==> config.mk <==
export PLATFORM = sky130hd
export DESIGN_NAME = opnd_ea_unit
export DESIGN_NICKNAME = d
export VERILOG_FILES = /design/src/rtl/ea_pkg.sv /design/src/rtl/ea_calc.sv /design/src/rtl/ea_ctrl.sv /design/src/rtl/opnd_ea_unit.sv
export SDC_FILE = /design/constraint.sdc
export NUM_CORES = 1
export LEC_CHECK = 0
export ABC_AREA = 1
export BUFFER_PORTS_ARGS = -buffer_cell sky130_fd_sc_hd__buf_2
export CAP_MARGIN = 20
export CORE_MARGIN = 2
export CORE_UTILIZATION = 60
export CTS_CLUSTER_DIAMETER = 200
export DETAILED_ROUTE_END_ITERATION = 10
export PLACE_DENSITY = 0.9
export SYNTH_ARGS = -nofsm -noshare
export SYNTH_HDL_FRONTEND = slang
export SYNTH_SLANG_ARGS = --single-unit
==> constraint.sdc <==
create_clock -name clk -period 5.57 [get_ports clk]
set_input_delay 0.2785 -clock clk [delete_from_list [all_inputs] [get_ports clk]]
set_output_delay 0.2785 -clock clk [all_outputs]
set_load 0.005 [all_outputs]
==> src/rtl/ea_pkg.sv <==
package ea_pkg;
  typedef enum logic [3:0] {
    AM_REG       = 4'd0,
    AM_IND       = 4'd1,
    AM_INC       = 4'd2,
    AM_DEC       = 4'd3,
    AM_DISP      = 4'd4,
    AM_PCREL     = 4'd5,
    AM_INC_DEF   = 4'd6,
    AM_DISP_DEF  = 4'd7,
    AM_PCREL_DEF = 4'd8
  } amode_e;

  typedef enum logic [1:0] {
    ST_IDLE  = 2'd0,
    ST_MREQ  = 2'd1,
    ST_MWAIT = 2'd2,
    ST_DONE  = 2'd3
  } ea_state_e;
endpackage

==> src/rtl/ea_calc.sv <==
module ea_calc #(
  parameter int AW = 32,
  parameter int DW = 16
) (
  input  logic [3:0]    mode,
  input  logic [1:0]    size,
  input  logic [AW-1:0] reg_data,
  input  logic [AW-1:0] pc,
  input  logic [DW-1:0] disp,
  output logic [AW-1:0] addr,
  output logic          wb_en,
  output logic [AW-1:0] wb_val,
  output logic          deferred,
  output logic          err
);
  import ea_pkg::*;

  localparam int PTR_BYTES = AW / 8;

  logic [AW-1:0] dext;
  logic [AW-1:0] step;
  logic [AW-1:0] base;
  logic [AW-1:0] based;

  always_comb begin
    dext  = {{(AW-DW){disp[DW-1]}}, disp};
    step  = AW'(1) << size;
    base  = (mode == AM_PCREL || mode == AM_PCREL_DEF) ? pc : reg_data;
    based = base + dext;

    addr     = '0;
    wb_en    = 1'b0;
    wb_val   = '0;
    deferred = 1'b0;
    err      = 1'b0;
    case (mode)
      AM_IND: addr = base;
      AM_INC: begin
        addr   = base;
        wb_en  = 1'b1;
        wb_val = base + step;
      end
      AM_DEC: begin
        addr   = base - step;
        wb_en  = 1'b1;
        wb_val = base - step;
      end
      AM_DISP, AM_PCREL: addr = based;
      AM_INC_DEF: begin
        addr     = base;
        deferred = 1'b1;
        wb_en    = 1'b1;
        wb_val   = base + AW'(PTR_BYTES);
      end
      AM_DISP_DEF, AM_PCREL_DEF: begin
        addr     = based;
        deferred = 1'b1;
      end
      default: err = 1'b1;
    endcase
  end
endmodule

==> src/rtl/ea_ctrl.sv <==
module ea_ctrl #(
  parameter int AW  = 32,
  parameter int RAW = 4
) (
  input  logic           clk,
  input  logic           rst_n,
  input  logic           cmd_valid,
  output logic           cmd_ready,
  input  logic [RAW-1:0] cmd_reg,
  input  logic [AW-1:0]  c_addr,
  input  logic           c_wb_en,
  input  logic [AW-1:0]  c_wb_val,
  input  logic           c_deferred,
  input  logic           c_err,
  output logic           mrd_valid,
  input  logic           mrd_ready,
  output logic [AW-1:0]  mrd_addr,
  input  logic           mrsp_valid,
  input  logic [AW-1:0]  mrsp_data,
  output logic           res_valid,
  input  logic           res_ready,
  output logic [AW-1:0]  res_ea,
  output logic           res_err,
  output logic           wb_valid,
  output logic [RAW-1:0] wb_reg,
  output logic [AW-1:0]  wb_data
);
  import ea_pkg::*;

  ea_state_e      state;
  logic [AW-1:0]  ea_q;
  logic           wb_en_q;
  logic [AW-1:0]  wb_val_q;
  logic [RAW-1:0] wb_reg_q;
  logic           err_q;
  logic           accept;

  assign cmd_ready = (state == ST_IDLE);
  assign accept    = cmd_valid && cmd_ready;

  always_ff @(posedge clk) begin
    if (!rst_n) begin
      state    <= ST_IDLE;
      ea_q     <= '0;
      wb_en_q  <= 1'b0;
      wb_val_q <= '0;
      wb_reg_q <= '0;
      err_q    <= 1'b0;
    end else begin
      case (state)
        ST_IDLE: if (accept) begin
          ea_q     <= c_addr;
          wb_en_q  <= c_wb_en;
          wb_val_q <= c_wb_val;
          wb_reg_q <= cmd_reg;
          err_q    <= c_err;
          state    <= c_deferred ? ST_MREQ : ST_DONE;
        end
        ST_MREQ:  if (mrd_ready) state <= ST_MWAIT;
        ST_MWAIT: if (mrsp_valid) begin
          ea_q  <= mrsp_data;
          state <= ST_DONE;
        end
        ST_DONE:  if (res_ready) state <= ST_IDLE;
        default:  state <= ST_IDLE;
      endcase
    end
  end

  assign mrd_valid = (state == ST_MREQ);
  assign mrd_addr  = ea_q;
  assign res_valid = (state == ST_DONE);
  assign res_ea    = ea_q;
  assign res_err   = err_q;
  assign wb_valid  = res_valid && wb_en_q;
  assign wb_reg    = wb_reg_q;
  assign wb_data   = wb_val_q;


  mrd_hold_chk: assert property (@(posedge clk) disable iff (!rst_n)
    mrd_valid && !mrd_ready |=> mrd_valid && $stable(mrd_addr));

  res_hold_chk: assert property (@(posedge clk) disable iff (!rst_n)
    res_valid && !res_ready |=> res_valid && $stable(res_ea) && $stable(res_err)
      && $stable(wb_valid) && $stable(wb_data) && $stable(wb_reg));

  busy_chk: assert property (@(posedge clk) disable iff (!rst_n)
    res_valid |-> !cmd_ready);

  wb_with_res_chk: assert property (@(posedge clk) disable iff (!rst_n)
    wb_valid |-> res_valid);

  err_no_wb_chk: assert property (@(posedge clk) disable iff (!rst_n)
    res_valid && res_err |-> !wb_valid);

  def_no_early_chk: assert property (@(posedge clk) disable iff (!rst_n)
    mrd_valid |=> !res_valid);
endmodule

==> src/rtl/opnd_ea_unit.sv <==
module opnd_ea_unit #(
  parameter int AW  = 32,
  parameter int DW  = 16,
  parameter int RAW = 4
) (
  input  logic           clk,
  input  logic           rst_n,
  input  logic           cmd_valid,
  output logic           cmd_ready,
  input  logic [3:0]     cmd_mode,
  input  logic [1:0]     cmd_size,
  input  logic [RAW-1:0] cmd_reg,
  input  logic [AW-1:0]  cmd_reg_data,
  input  logic [AW-1:0]  cmd_pc,
  input  logic [DW-1:0]  cmd_disp,
  output logic           mrd_valid,
  input  logic           mrd_ready,
  output logic [AW-1:0]  mrd_addr,
  input  logic           mrsp_valid,
  input  logic [AW-1:0]  mrsp_data,
  output logic           res_valid,
  input  logic           res_ready,
  output logic [AW-1:0]  res_ea,
  output logic           res_err,
  output logic           wb_valid,
  output logic [RAW-1:0] wb_reg,
  output logic [AW-1:0]  wb_data
);
  logic [AW-1:0] c_addr;
  logic          c_wb_en;
  logic [AW-1:0] c_wb_val;
  logic          c_deferred;
  logic          c_err;

  ea_calc #(.AW(AW), .DW(DW)) u_calc (
    .mode     (cmd_mode),
    .size     (cmd_size),
    .reg_data (cmd_reg_data),
    .pc       (cmd_pc),
    .disp     (cmd_disp),
    .addr     (c_addr),
    .wb_en    (c_wb_en),
    .wb_val   (c_wb_val),
    .deferred (c_deferred),
    .err      (c_err)
  );

  ea_ctrl #(.AW(AW), .RAW(RAW)) u_ctrl (
    .clk        (clk),
    .rst_n      (rst_n),
    .cmd_valid  (cmd_valid),
    .cmd_ready  (cmd_ready),
    .cmd_reg    (cmd_reg),
    .c_addr     (c_addr),
    .c_wb_en    (c_wb_en),
    .c_wb_val   (c_wb_val),
    .c_deferred (c_deferred),
    .c_err      (c_err),
    .mrd_valid  (mrd_valid),
    .mrd_ready  (mrd_ready),
    .mrd_addr   (mrd_addr),
    .mrsp_valid (mrsp_valid),
    .mrsp_data  (mrsp_data),
    .res_valid  (res_valid),
    .res_ready  (res_ready),
    .res_ea     (res_ea),
    .res_err    (res_err),
    .wb_valid   (wb_valid),
    .wb_reg     (wb_reg),
    .wb_data    (wb_data)
  );
endmodule

Word-level counts from Yosys, hierarchy flattened
Index checks and enable logic that the tools add are counted.
{ "word_totals": {"ff_bits": 72, "input_bits": 128, "output_inout_bits": 105, "word_cells": 54} }
{ "classes": {"add_sub_neg": 4, "eq_ne": 15, "n_shift": 1, "n_mux": 15, "reduce_logical": 13} }
{ "op_table": {"columns": ["cell", "count"], "rows": [
  ["$pmux W32 S3", 2],
  ["$mux W32", 3],
  ["$add A32 B32 Y32", 2],
  ["$pmux W32 S2", 1],
  ["$add A32 B3 Y32 const B", 1],
  ["$shl A1 B2 Y32 const A", 1],
  ["$sub A32 B32 Y32", 1],
  ["$eq A4 B3 Y1 const B", 4],
  ["$mux W2", 5],
  ["$reduce_or A3 Y1", 3],
  ["$eq A4 B2 Y1 const B", 2],
  ["$pmux W2 S4", 1],
  ["$reduce_or A8 Y1", 1],
  ["$ne A2 B2 Y1 const B", 3],
  ["$eq A2 B2 Y1 const B", 2],
  ["$eq A4 B1 Y1 const B", 1],
  ["$eq A4 B4 Y1 const B", 1],
  ["$reduce_and A4 Y1", 1],
  ["$reduce_or A4 Y1", 1],
  ["$mux W1", 3],
  ["$reduce_and A3 Y1", 1],
  ["$eq A2 B1 Y1 const B", 1],
  ["$logic_and A1 B1 Y1", 2],
  ["$logic_not A2 Y1", 1],
  ["4 further kinds", 4]
]} }

Logic depth before layout (Yosys ltp)
{ "depth": {"word_depth": 7, "ltp_mapped": 25, "mapped_depth_nobuf": 23} }

Modules after synthesis
A second synthesis with hierarchy kept.
{ "unflattened": {"cells_unflattened": 1686, "area_unflattened_um2": 9549.2} }
{ "modules_own_cells": {"columns": ["mod", "n_inst", "cells_per_inst", "area_each_um2", "seq_area_each_um2"], "rows": [
  ["ea_calc", 1, 1209, 6067.1, 0.0],
  ["ea_ctrl", 1, 477, 3482.1, 1441.4]
]} }

Worst setup path after synthesis
OpenSTA, ideal clock, no wires.
{ "synth_path": {"kind": "input to register", "startpoint": "in cmd_mode[0]", "endpoint": "reg u_ctrl.wb_val_q[20], in the netlist u_ctrl.wb_data[20]", "setup_time_ps": 132, "arrival_ps": 3306, "t_required_ps": 5438, "slack_ps": 2132, "stages": 21, "path_buffers": 2, "path_cell_list": "inv_1 > nor2_2 > nand2_4 > nand2_8 > buf_12 > buf_6 > o21ai_0 > inv_1 > fa_1 > inv_1 > a21oi_1 > o21ai_0 > nand3_1 > nor2_1 > nand2_1 > nor2_1 > nand3_1 > nand3_1 > nand3_1 > nand2_1 > a21oi_1"} }
{ "synth_via": {"elab_chain_cells": 5, "elab_cells_between_ends": 11, "classes_between": "add/sub (3); eq/ne (5); mux (2); reduce/logical (1)"} }
{ "synth_rtl": {"columns": ["element", "line", "text"], "rows": [
  ["start, declared", "opnd_ea_unit.sv:10", "input logic [3:0] cmd_mode,"],
  ["$eq A4 B3 Y1 or $eq A4 B4 Y1 (tied branches)", "ea_calc.sv:28", "base = (mode == AM_PCREL || mode == AM_PCREL_DEF) ? pc : reg_data;"],
  ["$logic_or A1 B1 Y1", "ea_calc.sv:28", null],
  ["$mux W32", "ea_calc.sv:28", null],
  ["$add A32 B3 Y32, or another cell as far along", "ea_calc.sv:53", "wb_val = base + AW'(PTR_BYTES);"],
  ["$pmux W32 S3 (*)", "ea_calc.sv:36", "case (mode)"],
  ["end signal, assigned", "ea_ctrl.sv:54", "wb_val_q <= c_wb_val;"],
  ["end, declared", "ea_ctrl.sv:33", "logic [AW-1:0] wb_val_q;"]
]} }
Every way passes the cells marked *; elsewhere a longest branch is shown, timed or not.
A chain may end at the register's enable or synchronous reset.

Worst setup path in the final report
{ "layout_path": {"startpoint": "in cmd_mode[0]", "endpoint": "reg u_ctrl.wb_val_q[16], in the netlist u_ctrl.wb_data[16]"} }
The elaborated chain is that of the path after synthesis.

==> flow_summary.ini <==
[clock_network]
cts_tree = done
cts_buffer_depth = 2
h-tree-depth = 3
cts_hold_buf = 0
cts_setup_buffers = 0
path_clk_slew_ns = 0.06
cts_resized = 0
numCtsBuffers = 9
clockRootBuffer = clkbuf_16
cts.sinks = 72
clkLatencyLatePin_ns = 0.34

[power]
power_frac_clock_pct = 18.4
switchingPower_mw = 1.45
peakVddDrop_v = 0.000371
p_int_mw = 1.59
p_comb_share_pct = 56.7
leakagePower_nw = 5.29
seqPwrFrac_pct = 24.9
powerDensity_mw_per_mm2 = 277
p_sw_share_pct = 47.6

[die]
coreArea_mm2 = 0.0158
die_w_um = 131
dieArea_mm2 = 0.0172
initial_utilization_pct = 61.2
io_pins = 233
die_h_um = 131
fp-row-count = 46

[global_route]
gr-total-overflow = 0
antenna_found_initial = 0
grt.total_usage_pct = 43.2
grt_pass1_vias = 10900
grt_start_max_net_pins = 56
grt_pass1_wl_um = 57000

[sta]
timing.final.crit_share_pct = 72.4
finalCriticalPeriod_ns = 4.03
setup_violations = 0
worstMarginPinSlew_ns = 1.08
drv_slew = 0
skew_ns = 0.00608
setup_tns_ns = 0
max_freq_mhz = 248
hold_viol_final = 0
relSlewSlack_pct = 27.9
rsz0062_at_grt = no

[run_status]
status = finished clean

[worst_setup_path]
r2r-start = u_ctrl.state[0]
worstSetupStartpointType = input pin
reg2reg_slack_ns = 2.63
required_ns = 5.82
critPathLaunch = cmd_mode[0]
crit_path_end_kind = register
crit_end = u_ctrl.wb_data[16]
cp_data_arrival_time_ns = 4.29
crit_path_max_fanout = 55
regToRegEndpoint = u_ctrl.mrd_addr[9]
rr_worst_depth = 11
critPathKind = in2reg

[finish]
multi_input_area_mm2 = 0.00717
fin_nets = 2019
layout_commonest_cell = nand2_1
syn_to_final_growth_pct = 13.1
n_fill_cell = 1484
stdcell_count = 2058
layout_common_cells = nand2_1 (487), buf_2 (232), nand3_1 (221)
regArea_mm2 = 0.00144
insertedDiodeCount = 0
drive_above_1_share_pct = 22.1

[min_path]
holdCritStartpoint = cmd_reg[3]
hold_path_class = in2reg

[drt]
vias_per_cell = 6.05
vias = 12500
drt_iter0_drc = 1436
drc = 0
antenna_left = 0
wire_per_inst_um = 18.7
drt_first_pass_iters = 6
wl_um = 38400

[logic_synthesis]
ys_ff_latch = 72
avgSynthCellArea_um2 = 5.80
syn_nets = 1853
yosysWarnings = 0
synth_area_mm2 = 0.00969
ys_types = 46
synthCells = 1671
seq_area_frac_synth_pct = 14.9

[flow_run]
cap_violations = 0

[placed_design]
place_congestion = 1.06
port_buffers = 232
dpl.hpwl_um = 30300
place_inst = 2040
==> synth_stat cells, drive strengths merged <==
cell type  instances  area, µm²
o22ai              1       6.26
xnor2              2       17.5
and2               1       6.26
nand3            232       1220
a31oi              4       25.0
nand3b            21        158
a21o               7       52.6
clkbuf            27        101
xor2               1       8.76
buf               61        475
o21bai             5       37.5
dfxtp             72       1440
o21ai             99        499
o211ai            21        158
nor4               2       12.5
inv              134        503
nor2             175        852
ha                51        638
nand4             10       62.6
o2111ai            1       8.76
a221oi             1       8.76
o21a               4       30.0
fa                 3       60.1
o221ai             3       26.3
o31ai              2       15.0
nand2            556       2370
or2                7       43.8
clkinv             2       7.51
a21oi            150        754
a21boi             6       45.0
nor3              10       50.1
==> layout make-up <==
type	instances	area share, %
flip-flops and latches	72	13.1
well taps	216	2.47
clock buffers	12	2.34
clock inverters	4	0.251
inverters	136	4.66
multi-input cells	1375	65.4
repair buffers	243	11.7
==> layer usage <==
metal,GRT usage (%),wire length [µm],vias to the layer above
met5,0,0,-
met4,26.5,2660,0
met3,10.7,4340,181
met2,67.0,16800,850
met1,53.9,14600,5572
li1,-,-,5857
==> worst min path at each step <==
stage                     cells after the start                  to  slack (ns)
after global placement                        2  u_ctrl.wb_data[14]        0.45
after detailed placement                      2  u_ctrl.wb_data[15]        0.45
after floorplan                               2    u_ctrl.wb_reg[0]        0.45
after CTS                                     3    u_ctrl.wb_reg[2]        0.20
final                                         3    u_ctrl.wb_reg[3]        0.20
after global routing                          3    u_ctrl.wb_reg[3]        0.22
==> power groups by stage <==
stage               combinational, mW  clock, mW  sequential, mW
detailed placement               1.60          0           0.760
CTS                              1.62      0.554           0.752
global route                     1.88      0.579           0.771
global placement                 1.57          0           0.753
floorplan                        1.12          0           0.764
finish                           1.72      0.559           0.756
==> worst max-delay path, cell delays in order <==
cell,delay (ns)
buf_2,0.12
inv_1,0.10
nor2_2,0.06
nand2_4,0.45
nand2_8,0.39
o21ai_2,0.63
ha_1,0.41
inv_1,0.15
a21oi_1,0.09
o21ai_0,0.29
nand3_1,0.20
nor2_1,0.28
nand2_1,0.15
o21ai_0,0.22
nand3_1,0.11
nand3_1,0.13
nand2_1,0.06
a21oi_1,0.14
==> per-stage QoR <==
step | hold WS [ns] | area, µm² | worst slack [ns] | total power [mW] | util (%)
after floorplan | 0.445 | 9690 | 2.13 | 1.88 | -
after global placement | 0.451 | 10600 | 1.50 | 2.33 | 67.1
after global routing | 0.220 | 11000 | 1.04 | 3.23 | 69.3
after CTS | 0.196 | 10900 | 1.64 | 2.93 | 68.9
after detailed placement | 0.453 | 10600 | 1.31 | 2.36 | 67.1
final | 0.203 | 11000 | 1.54 | 3.04 | 69.3
==> cells by family after synthesis <==
family	share of synthesized area [%]
flip-flops	14.9
XOR/XNOR	0.271
AND/OR/NAND/NOR	49.2
AO/OA/AOI/OAI	17.2
adder cells (fa/ha/maj)	7.21
buffers and inverters	11.2
(Power assumes the default switching activity.)
